<file path="src/rtl/tdm_calc_pkg.sv">
package tdm_calc_pkg;
  typedef enum logic [2:0] {
    FMT_I2S  = 3'd0,
    FMT_LJ   = 3'd1,
    FMT_RJ   = 3'd2,
    FMT_DSPA = 3'd3,
    FMT_DSPB = 3'd4
  } fmt_e;

  typedef enum logic [1:0] {
    ERR_NONE   = 2'd0,
    ERR_MASK   = 2'd1,
    ERR_PARITY = 2'd2,
    ERR_LENGTH = 2'd3
  } err_e;
endpackage

</file>
<file path="src/rtl/tdm_cfg_resolve.sv">
module tdm_cfg_resolve #(
  parameter int MAX_SLOTS = 16,
  parameter int MAX_FRAME = 1024,
  parameter int CNT_W  = 5,
  parameter int LEN_W  = 11,
  parameter int DLEN_W = 6,
  parameter int PROD_W = CNT_W + LEN_W
) (
  input  logic                 tdm_en,
  input  logic [CNT_W-1:0]     slot_cnt,
  input  logic [LEN_W-1:0]     slot_wid,
  input  logic [DLEN_W-1:0]    data_len,
  input  logic [MAX_SLOTS-1:0] rx_mask,
  input  logic [MAX_SLOTS-1:0] tx_mask,
  input  logic [LEN_W-1:0]     frame_ratio,
  output logic [CNT_W-1:0]     eff_slots,
  output logic [LEN_W-1:0]     eff_wid,
  output logic [MAX_SLOTS-1:0] eff_rx,
  output logic [MAX_SLOTS-1:0] eff_tx,
  output logic [PROD_W-1:0]    eff_frame,
  output logic                 ratio_over
);
  logic [MAX_SLOTS-1:0] keep;

  always_comb begin
    for (int i = 0; i < MAX_SLOTS; i++) keep[i] = (CNT_W'(i) < slot_cnt);
  end

  always_comb begin
    ratio_over = 1'b0;
    if (tdm_en && slot_cnt != '0) begin
      eff_slots = slot_cnt;
      eff_wid   = slot_wid;
      eff_rx    = rx_mask & keep;
      eff_tx    = tx_mask & keep;
      eff_frame = PROD_W'(slot_cnt) * PROD_W'(slot_wid);
    end else if (frame_ratio != '0) begin
      eff_slots  = CNT_W'(2);
      eff_wid    = frame_ratio >> 1;
      eff_rx     = MAX_SLOTS'(3);
      eff_tx     = MAX_SLOTS'(3);
      eff_frame  = PROD_W'(frame_ratio);
      ratio_over = (frame_ratio > LEN_W'(MAX_FRAME));
    end else begin
      eff_slots = CNT_W'(2);
      eff_wid   = LEN_W'(data_len);
      eff_rx    = MAX_SLOTS'(3);
      eff_tx    = MAX_SLOTS'(3);
      eff_frame = PROD_W'({data_len, 1'b0});
    end
  end
endmodule

</file>
<file path="src/rtl/tdm_mask_scan.sv">
module tdm_mask_scan #(
  parameter int MAX_SLOTS = 16,
  parameter int IDX_W = 4,
  parameter int CNT_W = 5
) (
  input  logic [MAX_SLOTS-1:0] mask,
  output logic [IDX_W-1:0]     lo_idx,
  output logic [IDX_W-1:0]     hi_idx,
  output logic                 two_set
);
  logic [CNT_W-1:0] ones;

  always_comb begin
    ones   = '0;
    lo_idx = '0;
    hi_idx = '0;
    for (int i = MAX_SLOTS - 1; i >= 0; i--) begin
      if (mask[i]) lo_idx = IDX_W'(i);
    end
    for (int i = 0; i < MAX_SLOTS; i++) begin
      if (mask[i]) begin
        hi_idx = IDX_W'(i);
        ones   = ones + CNT_W'(1);
      end
    end
    two_set = (ones == CNT_W'(2));
  end
endmodule

</file>
<file path="src/rtl/tdm_slot_place.sv">
module tdm_slot_place #(
  parameter int IDX_W  = 4,
  parameter int CNT_W  = 5,
  parameter int LEN_W  = 11,
  parameter int PROD_W = CNT_W + LEN_W
) (
  input  logic [IDX_W-1:0] lslot,
  input  logic             interleave,
  input  logic [CNT_W-1:0] half_slots,
  input  logic [LEN_W-1:0] wid,
  input  logic [LEN_W-1:0] delay,
  output logic [LEN_W-1:0] pos
);
  logic [CNT_W-1:0] phys;

  always_comb begin
    if (!interleave)   phys = CNT_W'(lslot);
    else if (lslot[0]) phys = CNT_W'(lslot >> 1) + half_slots;
    else               phys = CNT_W'(lslot >> 1);
    pos = LEN_W'(PROD_W'(phys) * PROD_W'(wid) + PROD_W'(delay));
  end
endmodule

</file>
<file path="src/rtl/tdm_frame_calc.sv">
module tdm_frame_calc
  import tdm_calc_pkg::*;
#(
  parameter int MAX_SLOTS = 16,
  parameter int MAX_FRAME = 1024,
  parameter int MAX_DATA  = 32,
  parameter int CNT_W  = $clog2(MAX_SLOTS + 1),
  parameter int LEN_W  = $clog2(MAX_FRAME + 1),
  parameter int DLEN_W = $clog2(MAX_DATA + 1)
) (
  input  logic                 clk,
  input  logic                 rst,
  input  logic                 start,
  input  logic                 tdm_en,
  input  logic [2:0]           fmt_mode,
  input  logic [CNT_W-1:0]     slot_cnt,
  input  logic [LEN_W-1:0]     slot_wid,
  input  logic [DLEN_W-1:0]    data_len,
  input  logic [MAX_SLOTS-1:0] rx_mask,
  input  logic [MAX_SLOTS-1:0] tx_mask,
  input  logic [LEN_W-1:0]     frame_ratio,
  input  logic                 fs_invert,
  output logic                 done,
  output logic [1:0]           err_code,
  output logic [LEN_W-1:0]     frame_len,
  output logic [LEN_W-1:0]     sync_len,
  output logic                 sync_pol,
  output logic [LEN_W-1:0]     data_delay,
  output logic [LEN_W-1:0]     rx_pos1,
  output logic [LEN_W-1:0]     rx_pos2,
  output logic [LEN_W-1:0]     tx_pos1,
  output logic [LEN_W-1:0]     tx_pos2
);
  localparam int IDX_W  = $clog2(MAX_SLOTS);
  localparam int PROD_W = CNT_W + LEN_W;
  localparam int NPOS   = 4;

  // ---- stage A: effective layout ----
  logic [CNT_W-1:0]     r_slots;
  logic [LEN_W-1:0]     r_wid;
  logic [MAX_SLOTS-1:0] r_rx, r_tx;
  logic [PROD_W-1:0]    r_frame;
  logic                 r_over;

  tdm_cfg_resolve #(
    .MAX_SLOTS(MAX_SLOTS), .MAX_FRAME(MAX_FRAME), .CNT_W(CNT_W),
    .LEN_W(LEN_W), .DLEN_W(DLEN_W), .PROD_W(PROD_W)
  ) u_resolve (
    .tdm_en(tdm_en), .slot_cnt(slot_cnt), .slot_wid(slot_wid),
    .data_len(data_len), .rx_mask(rx_mask), .tx_mask(tx_mask),
    .frame_ratio(frame_ratio), .eff_slots(r_slots), .eff_wid(r_wid),
    .eff_rx(r_rx), .eff_tx(r_tx), .eff_frame(r_frame), .ratio_over(r_over)
  );

  logic                 a_v, b_v, busy, accept;
  logic [CNT_W-1:0]     a_slots;
  logic [LEN_W-1:0]     a_wid;
  logic [MAX_SLOTS-1:0] a_mask [2];
  logic [PROD_W-1:0]    a_frame;
  logic                 a_over, a_inv;
  logic [2:0]           a_mode;
  logic [DLEN_W-1:0]    a_dlen;

  assign busy   = a_v | b_v;
  assign accept = start & ~busy;

  always_ff @(posedge clk) begin
    if (rst) begin
      a_v     <= 1'b0;
      a_slots <= '0;
      a_wid   <= '0;
      a_mask[0] <= '0;
      a_mask[1] <= '0;
      a_frame <= '0;
      a_over  <= 1'b0;
      a_inv   <= 1'b0;
      a_mode  <= '0;
      a_dlen  <= '0;
    end else begin
      a_v <= accept;
      if (accept) begin
        a_slots   <= r_slots;
        a_wid     <= r_wid;
        a_mask[0] <= r_rx;
        a_mask[1] <= r_tx;
        a_frame   <= r_frame;
        a_over    <= r_over;
        a_inv     <= fs_invert;
        a_mode    <= fmt_mode;
        a_dlen    <= data_len;
      end
    end
  end

  // ---- stage B: mask scan and rule checks ----
  logic [IDX_W-1:0] s_lo [2];
  logic [IDX_W-1:0] s_hi [2];
  logic             s_two [2];

  generate
    for (genvar g = 0; g < 2; g++) begin : g_scan
      tdm_mask_scan #(.MAX_SLOTS(MAX_SLOTS), .IDX_W(IDX_W), .CNT_W(CNT_W)) u_scan (
        .mask(a_mask[g]), .lo_idx(s_lo[g]), .hi_idx(s_hi[g]), .two_set(s_two[g])
      );
    end
  endgenerate

  logic             paired, mask_bad, len_bad, par_bad;
  logic [1:0]       n_err;
  logic [LEN_W-1:0] n_delay, n_sync;

  always_comb begin
    paired   = (a_mode == FMT_I2S) || (a_mode == FMT_LJ) || (a_mode == FMT_RJ);
    mask_bad = !s_two[0] || !s_two[1];
    len_bad  = a_over || (a_frame > PROD_W'(MAX_FRAME)) || (a_wid == '0) ||
               (LEN_W'(a_dlen) > a_wid) || (a_slots > CNT_W'(MAX_SLOTS));
    par_bad  = (a_mode > FMT_DSPB) || (paired && a_slots[0]) ||
               ((a_mode == FMT_RJ) && a_frame[0]);
    if (mask_bad)     n_err = ERR_MASK;
    else if (len_bad) n_err = ERR_LENGTH;
    else if (par_bad) n_err = ERR_PARITY;
    else              n_err = ERR_NONE;
    case (a_mode)
      FMT_I2S, FMT_DSPA: n_delay = LEN_W'(1);
      FMT_RJ:            n_delay = a_wid - LEN_W'(a_dlen);
      default:           n_delay = '0;
    endcase
    n_sync = paired ? LEN_W'(a_frame >> 1) : LEN_W'(1);
  end

  logic [1:0]       b_err;
  logic [LEN_W-1:0] b_delay, b_sync, b_wid, b_frame;
  logic             b_pol, b_ilv;
  logic [CNT_W-1:0] b_half;
  logic [IDX_W-1:0] b_slot [NPOS];

  always_ff @(posedge clk) begin
    if (rst) begin
      b_v     <= 1'b0;
      b_err   <= '0;
      b_delay <= '0;
      b_sync  <= '0;
      b_wid   <= '0;
      b_frame <= '0;
      b_pol   <= 1'b0;
      b_ilv   <= 1'b0;
      b_half  <= '0;
      for (int i = 0; i < NPOS; i++) b_slot[i] <= '0;
    end else begin
      b_v <= a_v;
      if (a_v) begin
        b_err     <= n_err;
        b_delay   <= n_delay;
        b_sync    <= n_sync;
        b_wid     <= a_wid;
        b_frame   <= LEN_W'(a_frame);
        b_pol     <= (a_mode == FMT_I2S) ^ a_inv;
        b_ilv     <= paired;
        b_half    <= a_slots >> 1;
        b_slot[0] <= s_lo[0];
        b_slot[1] <= s_hi[0];
        b_slot[2] <= s_lo[1];
        b_slot[3] <= s_hi[1];
      end
    end
  end

  // ---- stage C: bit offsets and output registers ----
  logic [LEN_W-1:0] c_pos [NPOS];

  generate
    for (genvar p = 0; p < NPOS; p++) begin : g_place
      tdm_slot_place #(.IDX_W(IDX_W), .CNT_W(CNT_W), .LEN_W(LEN_W), .PROD_W(PROD_W)) u_place (
        .lslot(b_slot[p]), .interleave(b_ilv), .half_slots(b_half),
        .wid(b_wid), .delay(b_delay), .pos(c_pos[p])
      );
    end
  endgenerate

  always_ff @(posedge clk) begin
    if (rst) begin
      done       <= 1'b0;
      err_code   <= '0;
      frame_len  <= '0;
      sync_len   <= '0;
      sync_pol   <= 1'b0;
      data_delay <= '0;
      rx_pos1    <= '0;
      rx_pos2    <= '0;
      tx_pos1    <= '0;
      tx_pos2    <= '0;
    end else begin
      done <= b_v;
      if (b_v) begin
        err_code <= b_err;
        if (b_err != ERR_NONE) begin
          frame_len  <= '0;
          sync_len   <= '0;
          sync_pol   <= 1'b0;
          data_delay <= '0;
          rx_pos1    <= '0;
          rx_pos2    <= '0;
          tx_pos1    <= '0;
          tx_pos2    <= '0;
        end else begin
          frame_len  <= b_frame;
          sync_len   <= b_sync;
          sync_pol   <= b_pol;
          data_delay <= b_delay;
          rx_pos1    <= c_pos[0];
          rx_pos2    <= c_pos[1];
          tx_pos1    <= c_pos[2];
          tx_pos2    <= c_pos[3];
        end
      end
    end
  end
endmodule

</file>
<file path="config.mk">
export PLATFORM = sky130hd
export DESIGN_NAME = tdm_frame_calc
export DESIGN_NICKNAME = d
export VERILOG_FILES = /design/src/rtl/tdm_calc_pkg.sv /design/src/rtl/tdm_cfg_resolve.sv /design/src/rtl/tdm_mask_scan.sv /design/src/rtl/tdm_slot_place.sv /design/src/rtl/tdm_frame_calc.sv
export SDC_FILE = /design/constraint.sdc
export NUM_CORES = 1
export LEC_CHECK = 0
export ABC_AREA = 1
export BUFFER_PORTS_ARGS = -buffer_cell sky130_fd_sc_hd__buf_2
export CELL_PAD_IN_SITES_DETAIL_PLACEMENT = 1
export CELL_PAD_IN_SITES_GLOBAL_PLACEMENT = 2
export CORE_UTILIZATION = 38
export DETAILED_ROUTE_END_ITERATION = 12
export PLACE_DENSITY = 0.88
export SLEW_MARGIN = 20
export SYNTH_ARGS = -nofsm -noshare
export SYNTH_HDL_FRONTEND = slang
export SYNTH_SLANG_ARGS = --single-unit
export TNS_END_PERCENT = 20
</file>
<file path="constraint.sdc">
create_clock -name clk -period 14.6 [get_ports clk]
set_input_delay 2.19 -clock clk [delete_from_list [all_inputs] [get_ports clk]]
set_output_delay 2.19 -clock clk [all_outputs]
set_load 0.05 [all_outputs]
</file>
# Yosys cells after proc, flatten, opt, wreduce, memory -nomap -nowiden
# Memory sizes are Yosys's and may differ from the RTL's.
# Index checks and enable logic that the tools add are counted.
[word_totals] in_bits=73 ram_bits=48 out_inout_bits=81 regBits=178 wordCells=269 memories=2
[mem_list] memory="a_mask" depth=2 word_bits=16 rd=2 rd_ports_with_merged_regs=0 wr=2 line_no="tdm_frame_calc.sv:58" source="logic [MAX_SLOTS-1:0] a_mask [2];"
[mem_list] memory="b_slot" depth=4 word_bits=4 rd=4 rd_ports_with_merged_regs=0 wr=4 line_no="tdm_frame_calc.sv:135" source="logic [IDX_W-1:0] b_slot [NPOS];"
[classes] bitwise_logic=12 mux=138 mul=5 addsub=39 eq_ne=5 reduce_logical=20 order_cmp=21
[op_table] op="$mux 4" n=52
[op_table] op="$mux 5" n=39
[op_table] op="$add 5x1->5 const B" n=28
[op_table] op="$mux 11" n=10
[op_table] op="$mux 16" n=5
[op_table] op="$add 11x11->11" n=4
[op_table] op="$mul 5x11->11" n=4
[op_table] op="$lt 4x5->1 const A" n=8
[op_table] op="$and 16x16->16" n=2
[op_table] op="$mux 3" n=8
[op_table] op="$pmux 11 s2" n=1
[op_table] op="$add 3x4->5" n=4
[op_table] op="$lt 3x5->1 const A" n=4
[op_table] op="$gt 16x11->1 const B" n=1
[op_table] op="$mul 5x11->16" n=1
[op_table] op="$mux 1" n=15
[op_table] op="$mux 2" n=7
[op_table] op="$gt 11x11->1 const B" n=1
[op_table] op="$gt 6x11->1" n=1
[op_table] op="$logic_not 11->1" n=1
[op_table] op="$reduce_bool 11->1" n=1
[op_table] op="$sub 11x6->11" n=1
[op_table] op="$eq 5x2->1 const B" n=2
[op_table] op="$lt 1x5->1 const A" n=2
[op_table] op="18 further kinds" n=38

# Longest topological paths before layout
# Gate-level depths: netlist of the first run.
# An unclocked memory read counts as a cell.
[logic_depth] ltp_word=36 depth_mapped=57 ltp_nobuf=57

# Modules after synthesis
# Synthesis of the first run repeated with hierarchy kept, for this count alone.
[unflattened] cells_unflattened=3285 hier_area_um2=22099.9
[by_module_without_submodules] module="tdm_frame_calc" instances=1 seq_area_each_um2=5004.8 cells_per_inst=985 area_each_um2=8385.5
[by_module_without_submodules] module="tdm_mask_scan" instances=2 seq_area_each_um2=0.0 cells_per_inst=389 area_each_um2=1969.4
[by_module_without_submodules] module="tdm_cfg_resolve" instances=1 seq_area_each_um2=0.0 cells_per_inst=495 area_each_um2=2718.9
[by_module_without_submodules] module="tdm_slot_place (g_place[2].u_place)" instances=1 seq_area_each_um2=0.0 cells_per_inst=259 area_each_um2=1791.7
[by_module_without_submodules] module="tdm_slot_place (g_place[3].u_place)" instances=1 seq_area_each_um2=0.0 cells_per_inst=258 area_each_um2=1759.2
[by_module_without_submodules] module="tdm_slot_place (g_place[1].u_place)" instances=1 seq_area_each_um2=0.0 cells_per_inst=255 area_each_um2=1757.9
[by_module_without_submodules] module="tdm_slot_place (g_place[0].u_place)" instances=1 seq_area_each_um2=0.0 cells_per_inst=255 area_each_um2=1747.9

# Worst setup path before layout of the first run
# OpenSTA, ideal clock, no wires.
[synth_path] path_kind="register to register" startpoint="memory a_mask[1][1] (netlist: a_mask[0][17])" endpoint="register b_err[0]" slack_ps=6429 path_stages_with_launch=55 arrival_time_ps=8059 setup_ps=113 required_time_ps=14487 synth_period_minus_slack_ps=8171 cell_sequence="edfxtp_1 -> inv_1 -> ha_1 -> inv_1 -> nand2_1 -> nand2_1 -> ha_1 -> nand2_1 -> nand2_1 -> ha_1 -> or2_1 -> nand2_1 -> inv_1 -> ha_1 -> nand2_1 -> nand2_1 -> ha_1 -> nand2_1 -> [19 not listed] -> or2_2 -> nand2_1 -> inv_1 -> ha_1 -> or2_2 -> nand2_1 -> inv_1 -> ha_1 -> or2_2 -> a21boi_0 -> ha_1 -> nand2_1 -> o31ai_1 -> nand3_1 -> nor2_2 -> nand3_1 -> nand2_1 -> nand2_1"
[synth_rtl] element="from (decl)" line_no="tdm_frame_calc.sv:58"
[synth_rtl] element="to (signal assigned)" line_no="tdm_frame_calc.sv:152" source="b_err <= n_err;"
[synth_rtl] element="to (decl)" line_no="tdm_frame_calc.sv:131" source="logic [1:0] b_err;"

==> results of run 1 <==
==> worst max-delay path: cells and delay by family (launching register included) <==
| family | cells | cell delay [ns] |
|---|---|---|
| and+or+nand+nor | 33 | 3.93 |
| AOI/OAI and AO/OA | 2 | 0.22 |
| adders and majority gates | 14 | 3.76 |
| DFF | 1 | 0.38 |
| buffers and inverters | 8 | 0.50 |
==> placed cells by master, fill, tap and decap left out, types with 25 or more instances in the layout <==
cell	instances
ha_1	128
nand2_1	693
xor2_1	31
inv_2	25
a21oi_1	125
nand3_1	84
edfxtp_1	48
fa_1	148
clkbuf_16	31
nor2_1	306
nand2_2	69
o21ai_0	105
buf_2	153
inv_1	456
nand3_2	26
dfxtp_1	178
==> where the power goes <==
group	total (mW)	internal, mW	switching, mW
clock network	0.775	0.466	0.309
registers	0.696	0.666	0.0300
logic	0.582	0.195	0.387
total	2.05	1.33	0.726
==> cell type report <==
cell class / count / area, um^2 / share of cell area, %
inverters: 487 / 1828 / 8.266
flip-flops and latches: 226 / 5005 / 22.63
well taps: 672 / 840.8 / 3.802
repair buffers: 166 / 863.3 / 3.904
multi-input cells: 1931 / 12520 / 56.60
clock inverters: 15 / 170.2 / 0.7695
clock buffers: 40 / 889.6 / 4.023
==> registers in the layout (all words and copies together), names as in the netlist, 4 cells and up <==
register / count
b_delay: 11
b_frame: 11
tx_pos1: 11
rx_pos1: 11
a_wid: 11
sync_len: 11
rx_pos2: 11
tx_pos2: 11
a_mask: 32
a_frame: 16
a_dlen: 6
data_delay: 11
frame_len: 11
b_slot: 16
b_half: 4
b_sync: 11
b_wid: 11
a_slots: 5
==> worst max path at each step <==
stage | to | cells past startpoint
global route | b_err[0]$_SDFFE_PP0P_ | 57
floorplan | b_err[0]$_SDFFE_PP0P_ | 54
finish | b_err[0]$_SDFFE_PP0P_ | 57
detailed placement | b_err[0]$_SDFFE_PP0P_ | 57
CTS | b_err[0]$_SDFFE_PP0P_ | 57
global placement | b_err[0]$_SDFFE_PP0P_ | 57
==> cell families (layout without fill, tap and decap cells) <==
kind of cell / after synthesis / in the layout
and+or+nand+nor: 1264 / 1264
AOI/OAI and AO/OA: 339 / 339
adders and majority gates: 276 / 276
DFF: 226 / 226
xor gates and xnor gates: 52 / 52
buffers and inverters: 556 / 708
==> synthesized netlist by cell type (13+ instances only) <==
cell type  number
a21oi_1       125
clkbuf_1       64
dfxtp_1       178
edfxtp_1       48
fa_1          148
ha_1          128
inv_1         456
inv_2          25
nand2_1       694
nand2_2        68
nand3_1        84
nand3_2        26
nand3b_1       14
nor2_1        308
o211ai_1       16
o21ai_0       105
o221ai_1       13
o22ai_1        21
o31ai_1        13
or2_2          13
xnor2_1        21
xor2_1         31
==> through the flow <==
step,power (mW),cells
6_report,2.052,3537
3_5_place_dp,1.290,3482
5_1_grt,2.183,3537
2_1_floorplan,1.129,2713
3_3_place_gp,1.262,3482
4_1_cts,2.075,3537
==> per-layer routing <==
layer / wire length, um / track usage, % / up-vias
li1: - / - / 8717
met1: 26970 / 29.33 / 8766
met2: 29390 / 40.97 / 254
met3: 1739 / 2.266 / 77
met4: 1327 / 5.688 / 0
met5: 0 / 0 / -
==> metrics.md, run 1 <==
| Metric | Value |
|---|---|
| Fin. Hold Viols | `0` |
| Area leader, netlist | `dfxtp_1` |
| Fmax | `0.1123 GHz` |
| Worst EP arrival | `9.39 ns` |
| Number of max-cap violations | `0` |
| Crit Reg-Reg Endpoint | `b_err[0]$_SDFFE_PP0P_` |
| Largest family of logic cells by synthesized area | `simple AND/OR/NAND/NOR gates` |
| Die Width | `229.1 um` |
| CP max-delay cell | `edfxtp_1` |
| Post-synthesis async set-or-reset flop share | `0%` |
| Vias in the first global route | `18841` |
| Clk slew on worst S/H paths | `0.06 ns` |
| Routed len/inst | `16.80 um` |
| Max transition margin | `31.85%` |
| Std-Cell Rows | `82` |
| Worst Setup SP | `a_mask[0][17]$_SDFFCE_PN0P_` |
| Share of layout cells above drive strength 1 | `13.37%` |
| Core footprint | `0.05048 mm^2` |
| Post-route worst setup slack | `5.698 ns` |
| Max Buffers Root-to-Sink | `3` |
| Worst reg2reg setup slack | `5.70 ns` |
| Critical Setup Path Class | `flip-flop to flip-flop` |
| Hold path depth | `2` |
| Critical Path Source Type | `flip-flop` |
| Post-Syn Instances | `2713` |
| Syn Nets | `3062` |
| Die ar. | `0.05250 mm^2` |
| Critical path endpoint category | `flip-flop` |
| Post-CTS resize count | `0` |
| Total clock sinks | `226` |
| Fin crit share | `60.97%` |
| Design area | `0.02211 mm^2` |
| Vias | `17814` |
| Hold EP | `b_sync[7]$_SDFFE_PP0P_` |
| Drt first pass iters | `5` |
| Cell variety after synth | `53` |
| Post-CTS Hold Fix Bufs | `0` |
| Synthesized area | `0.01960 mm^2` |
| RSZ-0062 raised after global routing | `no` |
| Area after DPL | `0.02105 mm^2` |
| Pwr/cell area | `92.79 mW/mm^2` |
| Simple-gate share of the synthesized area | `28.28%` |
| Final core utilization | `43.81%` |
| Port-buffer cells | `153` |
| Post-synthesis mux area share | `0%` |
| RD Place Congestion | `0.8622` |
| Critical path required time | `15.09 ns` |
| Status | `finished clean` |
| Fin Hold WS | `0.4574 ns` |
| # nets final | `3191` |
| CP dominant cell by count | `nand2_1` |
| Ys Warns | `0` |
| Primary FF master, synth | `dfxtp_1` |
| Max-slew violation count | `0` |
| Vias per inst | `5.036` |
| Post-layout min period | `8.902 ns` |
| Synth top area share | `18.18%` |
| N_diodes | `0` |
| Largest net degree at the start of global routing | `86` |
| EDFF count, synth | `48` |
| Iter 0 DRT Violations | `780` |
| Leakage | `10.97 nW` |
| Global-route wire length before repair | `97880 um` |
| Initial core utilization | `38.83%` |
| Fin Setup TNS | `0 ns` |
| Hold Path Origin | `b_sync[7]$_SDFFE_PP0P_` |
| Num CTS Buffers | `30` |
| Clock Tree Root | `clkbuf_16` |
| Synth Area in Adders | `23.28%` |
| # fillers | `6456` |
| #FFs+latches synth | `226` |
| Xor-xnor portion of the synthesized cell area | `2.323%` |
| GR Overflow Total | `0` |
| VDD IR max | `0.09061 mV` |
| DIE HEIGHT | `229.1 um` |
| Ranking of synthesized cells by area | `dfxtp_1, fa_1, nand2_1` |
| Worst R2R Path Depth | `57` |
| Syn_area_per_cell | `7.225 um^2` |
| # H-tree levels | `1` |
| Initial antenna violation count | `0` |
| Global Route Usage Sum | `22.89%` |
| Slew of the pin with the lowest slew margin | `1.022 ns` |
| Drt drc | `0` |
| Worst hold path type | `flip-flop to flip-flop` |
| Final setup fails | `0` |
| Final HPWL DP | `47940 um` |
| Io pins | `154` |
| Crit-path max cell delay | `0.38 ns` |
| Area Overhead vs Synth | `12.81%` |
| Sequential share of the synthesized area | `25.53%` |
| CTS tree | `built` |
| Compound-gate portion of the synthesized area | `9.932%` |
| FF-to-FF Start | `a_mask[0][17]$_SDFFCE_PN0P_` |
| Clock Skew | `0.01374 ns` |
| Remaining antenna violation count after routing | `0` |
| Postcts setup bufs | `0` |
| Later-pin clock latency in the skew report | `0.59 ns` |
| Routed Wire Length | `59430 um` |
| Crit path max fanout | `4` |
| Pre-CTS setup slack | `5.728 ns` |
Power figures use the tool's default switching activity.
==> run 2: changes to the inputs <==
- CORE_UTILIZATION: 38 -> 36
- PLACE_DENSITY: 0.88 -> 0.84
- clock period: 14.6 -> 9.15 ns (I/O delays scaled with it)
==> metrics.md, run 2 (synthesized netlist as in run 1, its figures left out) <==
| Metric | Value |
|---|---|
| Num CTS Buffers | `28` |
| Final setup fails | `0` |
| Largest register FFs | `32` |
| Sw frac | `34.81%` |
| Placed insts | `3508` |
| Crit-path max cell delay | `0.40 ns` |
| Slew of the pin with the lowest slew margin | `1.048 ns` |
| Most common cell after layout, fill and taps aside | `nand2_1` |
| # H-tree levels | `1` |
| Initial antenna violation count | `0` |
| Clock Tree Root | `clkbuf_16` |
| Fmax | `0.1158 GHz` |
| Biggest regs | `a_mask: 32 flops, a_frame: 16 flops, b_slot: 16 flops` |
| Die ar. | `0.05539 mm^2` |
| # fillers | `6864` |
| Leakage | `10.99 nW` |
| Design area | `0.02223 mm^2` |
| Drt first pass iters | `5` |
| Later-pin clock latency in the skew report | `0.58 ns` |
| Max Buffers Root-to-Sink | `3` |
| Initial core utilization | `36.43%` |
| VDD IR max | `0.1349 mV` |
| Port-buffer cells | `153` |
| Clk slew on worst S/H paths | `0.06 ns` |
| Largest net degree at the start of global routing | `86` |
| Register name with the most flops | `a_mask` |
| Iter 0 DRT Violations | `764` |
| Fin crit share | `94.40%` |
| Crit path max fanout | `4` |
| Global Route Usage Sum | `21.73%` |
| DIE HEIGHT | `235.4 um` |
| CTS tree | `built` |
| Drt drc | `0` |
| Area Overhead vs Synth | `13.40%` |
| Comb pwr share | `28.5%` |
| P_int | `2.161 mW` |
| Global-route wire length before repair | `97520 um` |
| Routed Wire Length | `60040 um` |
| Number of max-cap violations | `0` |
| Final HPWL DP | `48400 um` |
| Clock Skew | `0.009682 ns` |
| Vias | `17623` |
| Sequential Power Share | `33.5%` |
| Vias in the first global route | `18579` |
| Post-layout min period | `8.638 ns` |
| Std-Cell Rows | `85` |
| Max transition margin | `30.16%` |
| RD Place Congestion | `0.8858` |
| Power Total | `3.314 mW` |
| Total clock sinks | `226` |
| Status | `finished clean` |
| Remaining antenna violation count after routing | `0` |
| Critical path required time | `9.63 ns` |
| Die Width | `235.4 um` |
| Max-slew violation count | `0` |
| Worst EP arrival | `9.11 ns` |
| Worst path bufs/invs | `7` |
| CP max-delay cell | `edfxtp_1` |
| Critical Setup Path Class | `flip-flop to flip-flop` |
| # nets final | `3196` |
| Most frequent cells in the layout | `nand2_1, inv_1, nor2_1` |
| GR Overflow Total | `0` |
| Non-filler cells, final | `3564` |
| Crit-path leading delay family | `adder cells` |
| Io pins | `154` |
| Switch Pwr | `1.154 mW` |
| Clock share of power | `38.0%` |
| Critical path endpoint category | `flip-flop` |
| Share of layout cells above drive strength 1 | `13.84%` |
| Core footprint | `0.05381 mm^2` |
| Vias per inst | `4.945` |
| Fin. Hold Viols | `0` |
| Worst hold path type | `flip-flop to flip-flop` |
| Area after DPL | `0.02110 mm^2` |
| Post-CTS Hold Fix Bufs | `0` |
| Pre-CTS setup slack | `0.3177 ns` |
| Critical Path Source Type | `flip-flop` |
| Post-route worst setup slack | `0.5122 ns` |
| Routed len/inst | `16.85 um` |
| N_diodes | `0` |
| Pwr/cell area | `149.1 mW/mm^2` |
==> run 2: cell types whose count changed in the layout (fill, tap and decap cells not counted), sizes merged <==
cell / before / now
inv: 487 / 483
bufinv: 2 / 5
buf: 166 / 173
clkinvlp: 1 / 0
clkinv: 12 / 10
==> run 2: metal layers <==
layer / global-route usage (%) / wire [um] / vias up
li1: - / - / 8717
met1: 28.09 / 27700 / 8627
met2: 38.86 / 29520 / 211
met3: 1.818 / 1579 / 68
met4: 5.546 / 1237 / 0
met5: 0 / 0 / -
==> run 2: power by group through the flow <==
| stage | logic (mW) | clock network, mW | registers, mW |
|---|---|---|---|
| floorplan | 0.684 | 0 | 1.12 |
| global placement | 0.891 | 0 | 1.13 |
| detailed placement | 0.929 | 0 | 1.13 |
| CTS | 0.937 | 1.29 | 1.11 |
| global route | 1.09 | 1.32 | 1.12 |
| finish | 0.944 | 1.26 | 1.11 |
==> run 2: final timing paths <==
check                          end  depth (start not counted)  slack, ns                   startpoint
min             b_pol$_SDFFE_PP0P_                          2       0.45           b_pol$_SDFFE_PP0P_
min reg2reg     b_pol$_SDFFE_PP0P_                          2       0.45           b_pol$_SDFFE_PP0P_
max          b_err[0]$_SDFFE_PP0P_                         54       0.51  a_mask[0][17]$_SDFFCE_PN0P_
max reg2reg  b_err[0]$_SDFFE_PP0P_                         54       0.51  a_mask[0][17]$_SDFFCE_PN0P_
==> run 2: cell type report <==
| class | count | area [um^2] | area share, % |
|---|---|---|---|
| clock inverters | 11 | 214.0 | 0.9625 |
| multi-input cells | 1931 | 12560 | 56.52 |
| well taps | 696 | 870.8 | 3.918 |
| clock buffers | 40 | 830.8 | 3.737 |
| inverters | 487 | 1828 | 8.224 |
| flip-flops and latches | 226 | 5005 | 22.51 |
| repair buffers | 173 | 915.9 | 4.120 |
==> run 2: timing repair <==
item | in CTS | in global routing
setup endpoints to repair | 0 | 2
endpoints found under the hold margin | 0 | 0
buffers inserted | 0 | 5
gates resized for setup | 0 | 15
==> run 2: worst min-delay path: stages (launching register included) <==
cell     delay, ns
dfxtp_1       0.31
nand2_1       0.06
nand2_1       0.04
==> run 2: through the flow <==
step	TNS, ns	util (%)	hold slack (ns)
after floorplan	0	-	0.4258
after global placement	0	39.21	0.4436
after detailed placement	0	39.21	0.4448
after CTS	0	41.15	0.4569
after global routing	-0.04399	41.31	0.4771
final	0	41.31	0.4549
==> run 3: changes to the inputs <==
- RECOVER_POWER: unset -> 50
==> metrics.md, run 3 (synthesized netlist as in run 1, its figures left out) <==
| Metric | Value |
|---|---|
| Num CTS Buffers | `28` |
| Clock Tree Root | `clkbuf_16` |
| Fin crit share | `94.38%` |
| Worst reg2reg setup slack | `0.51 ns` |
| Global-route wire length before repair | `97520 um` |
| Max Buffers Root-to-Sink | `3` |
| Crit-path max cell delay | `0.40 ns` |
| Pwr/cell area | `149.8 mW/mm^2` |
| DIE HEIGHT | `235.4 um` |
| CP max-delay cell | `edfxtp_1` |
| Hold path depth | `2` |
| Worst EP arrival | `9.11 ns` |
| # fillers | `6895` |
| Fin. Hold Viols | `0` |
| Worst R2R Path Depth | `54` |
| Die Width | `235.4 um` |
| Vias per inst | `4.944` |
| VDD IR max | `0.1349 mV` |
| Iter 0 DRT Violations | `739` |
| Slew of the pin with the lowest slew margin | `3.758 ns` |
| Port-buffer cells | `153` |
| Area occupied by multi-input gates | `0.01256 mm^2` |
| Routed len/inst | `16.85 um` |
| Most frequent cells in the layout | `nand2_1, inv_1, nor2_1` |
| Hold EP | `b_pol$_SDFFE_PP0P_` |
| Critical path endpoint category | `flip-flop` |
| Routed Wire Length | `60050 um` |
| Crit path max fanout | `4` |
| FF-to-FF Start | `a_mask[0][17]$_SDFFCE_PN0P_` |
| Worst hold path type | `flip-flop to flip-flop` |
| Leakage | `10.62 nW` |
| Total clock sinks | `226` |
| Final setup fails | `0` |
| Number of max-cap violations | `2` |
| Most common cell after layout, fill and taps aside | `nand2_1` |
| Fmax | `0.1158 GHz` |
| Critical path required time | `9.62 ns` |
| CTS tree | `built` |
| Final HPWL DP | `48400 um` |
| Initial antenna violation count | `0` |
| Vias in the first global route | `18579` |
| Crit Reg-Reg Endpoint | `b_err[0]$_SDFFE_PP0P_` |
| Biggest regs | `a_mask: 32 flops, a_frame: 16 flops, b_slot: 16 flops` |
| Drt drc | `0` |
| Max transition margin | `-150.6%` |
| Std-Cell Rows | `85` |
| Clk slew on worst S/H paths | `0.06 ns` |
| Status | `finished with violations` |
| Fin Setup TNS | `0 ns` |
| Core footprint | `0.05381 mm^2` |
| Critical Path Source Type | `flip-flop` |
| Global Route Usage Sum | `21.73%` |
| N_diodes | `0` |
| Critical Setup Path Class | `flip-flop to flip-flop` |
| Register name with the most flops | `a_mask` |
| Largest register FFs | `32` |
| Area Overhead vs Synth | `12.81%` |
| Initial core utilization | `36.43%` |
| Share of layout cells above drive strength 1 | `10.88%` |
| Hold Path Origin | `b_pol$_SDFFE_PP0P_` |
| RD Place Congestion | `0.8858` |
| Fin Hold WS | `0.4559 ns` |
| Failing checks | `max-capacitance violations, max-slew violations` |
| Max-slew violation count | `124` |
| GR Overflow Total | `0` |
| Post-layout min period | `8.636 ns` |
| # nets final | `3196` |
| Sequential Area | `0.005005 mm^2` |
| Largest net degree at the start of global routing | `86` |
| Remaining antenna violation count after routing | `0` |
| Power Total | `3.314 mW` |
| Later-pin clock latency in the skew report | `0.58 ns` |
| Drt first pass iters | `5` |
| Clock Skew | `0.01088 ns` |
| Die ar. | `0.05539 mm^2` |
| # H-tree levels | `1` |
| Vias | `17619` |
| Io pins | `154` |
==> run 3: cell types whose count changed in the layout (fill, tap and decap cells not counted), sizes merged <==
cell	delta
clkbuf	+84
buf	-84
==> run 3: metal layers <==
layer  GRT usage, %  wire, um
met1          28.09     27600
met2          38.86     29480
met3          1.818      1711
met4          5.546      1259
met5              0         0
==> run 3: power breakdown <==
part	internal [mW]	total, mW	switching [mW]
registers	1.06	1.11	0.0481
logic	0.322	0.944	0.621
clock network	0.776	1.26	0.484
total	2.16	3.31	1.15
==> run 3: worst max-delay path, delay by kind of cell (launching register included) <==
kind | cells | cell delay, ns
adders and majority gates | 14 | 3.83
and+or+nand+nor | 30 | 3.63
DFF | 1 | 0.40
buffers and inverters | 7 | 0.38
AOI/OAI and AO/OA | 3 | 0.29
==> run 3: final cells by class <==
| class | count | share of cell area, % |
|---|---|---|
| multi-input combinational | 1931 | 56.81 |
| sequential | 226 | 22.63 |
| inverter | 487 | 8.266 |
| tap | 696 | 3.938 |
| clock buffer | 40 | 3.757 |
| timing repair buffer | 173 | 3.632 |
| clock inverter | 11 | 0.9675 |
==> run 3: stage by stage <==
stage                     worst slack [ns]  instances  cell area (um^2)  util (%)
final                               0.5143       3564             22110     41.09
after global placement              0.6212       3508             21100     39.21
after CTS                           0.2841       3559             22140     41.15
after global routing              -0.04426       3564             22110     41.09
after detailed placement            0.3177       3508             21100     39.21
after floorplan                     0.9787       2713             19600         -
==> run 3: worst max-delay path by stage <==
stage                           startpoint               endpoint  slack, ns
2_1_floorplan  a_mask[0][17]$_SDFFCE_PN0P_  b_err[0]$_SDFFE_PP0P_       0.98
3_3_place_gp   a_mask[0][17]$_SDFFCE_PN0P_  b_err[0]$_SDFFE_PP0P_       0.62
3_5_place_dp   a_mask[0][17]$_SDFFCE_PN0P_  b_err[0]$_SDFFE_PP0P_       0.32
4_1_cts        a_mask[0][17]$_SDFFCE_PN0P_  b_err[0]$_SDFFE_PP0P_       0.28
5_1_grt        a_mask[0][17]$_SDFFCE_PN0P_  b_err[0]$_SDFFE_PP0P_      -0.04
6_report       a_mask[0][17]$_SDFFCE_PN0P_  b_err[0]$_SDFFE_PP0P_       0.51
==> run 3: what timing repair did <==
action | 4_1_cts | 5_1_grt
endpoints found under the setup margin | 0 | 2
hold buffers | 0 | 0
setup buffers | 0 | 5
resized for setup | 0 | 15
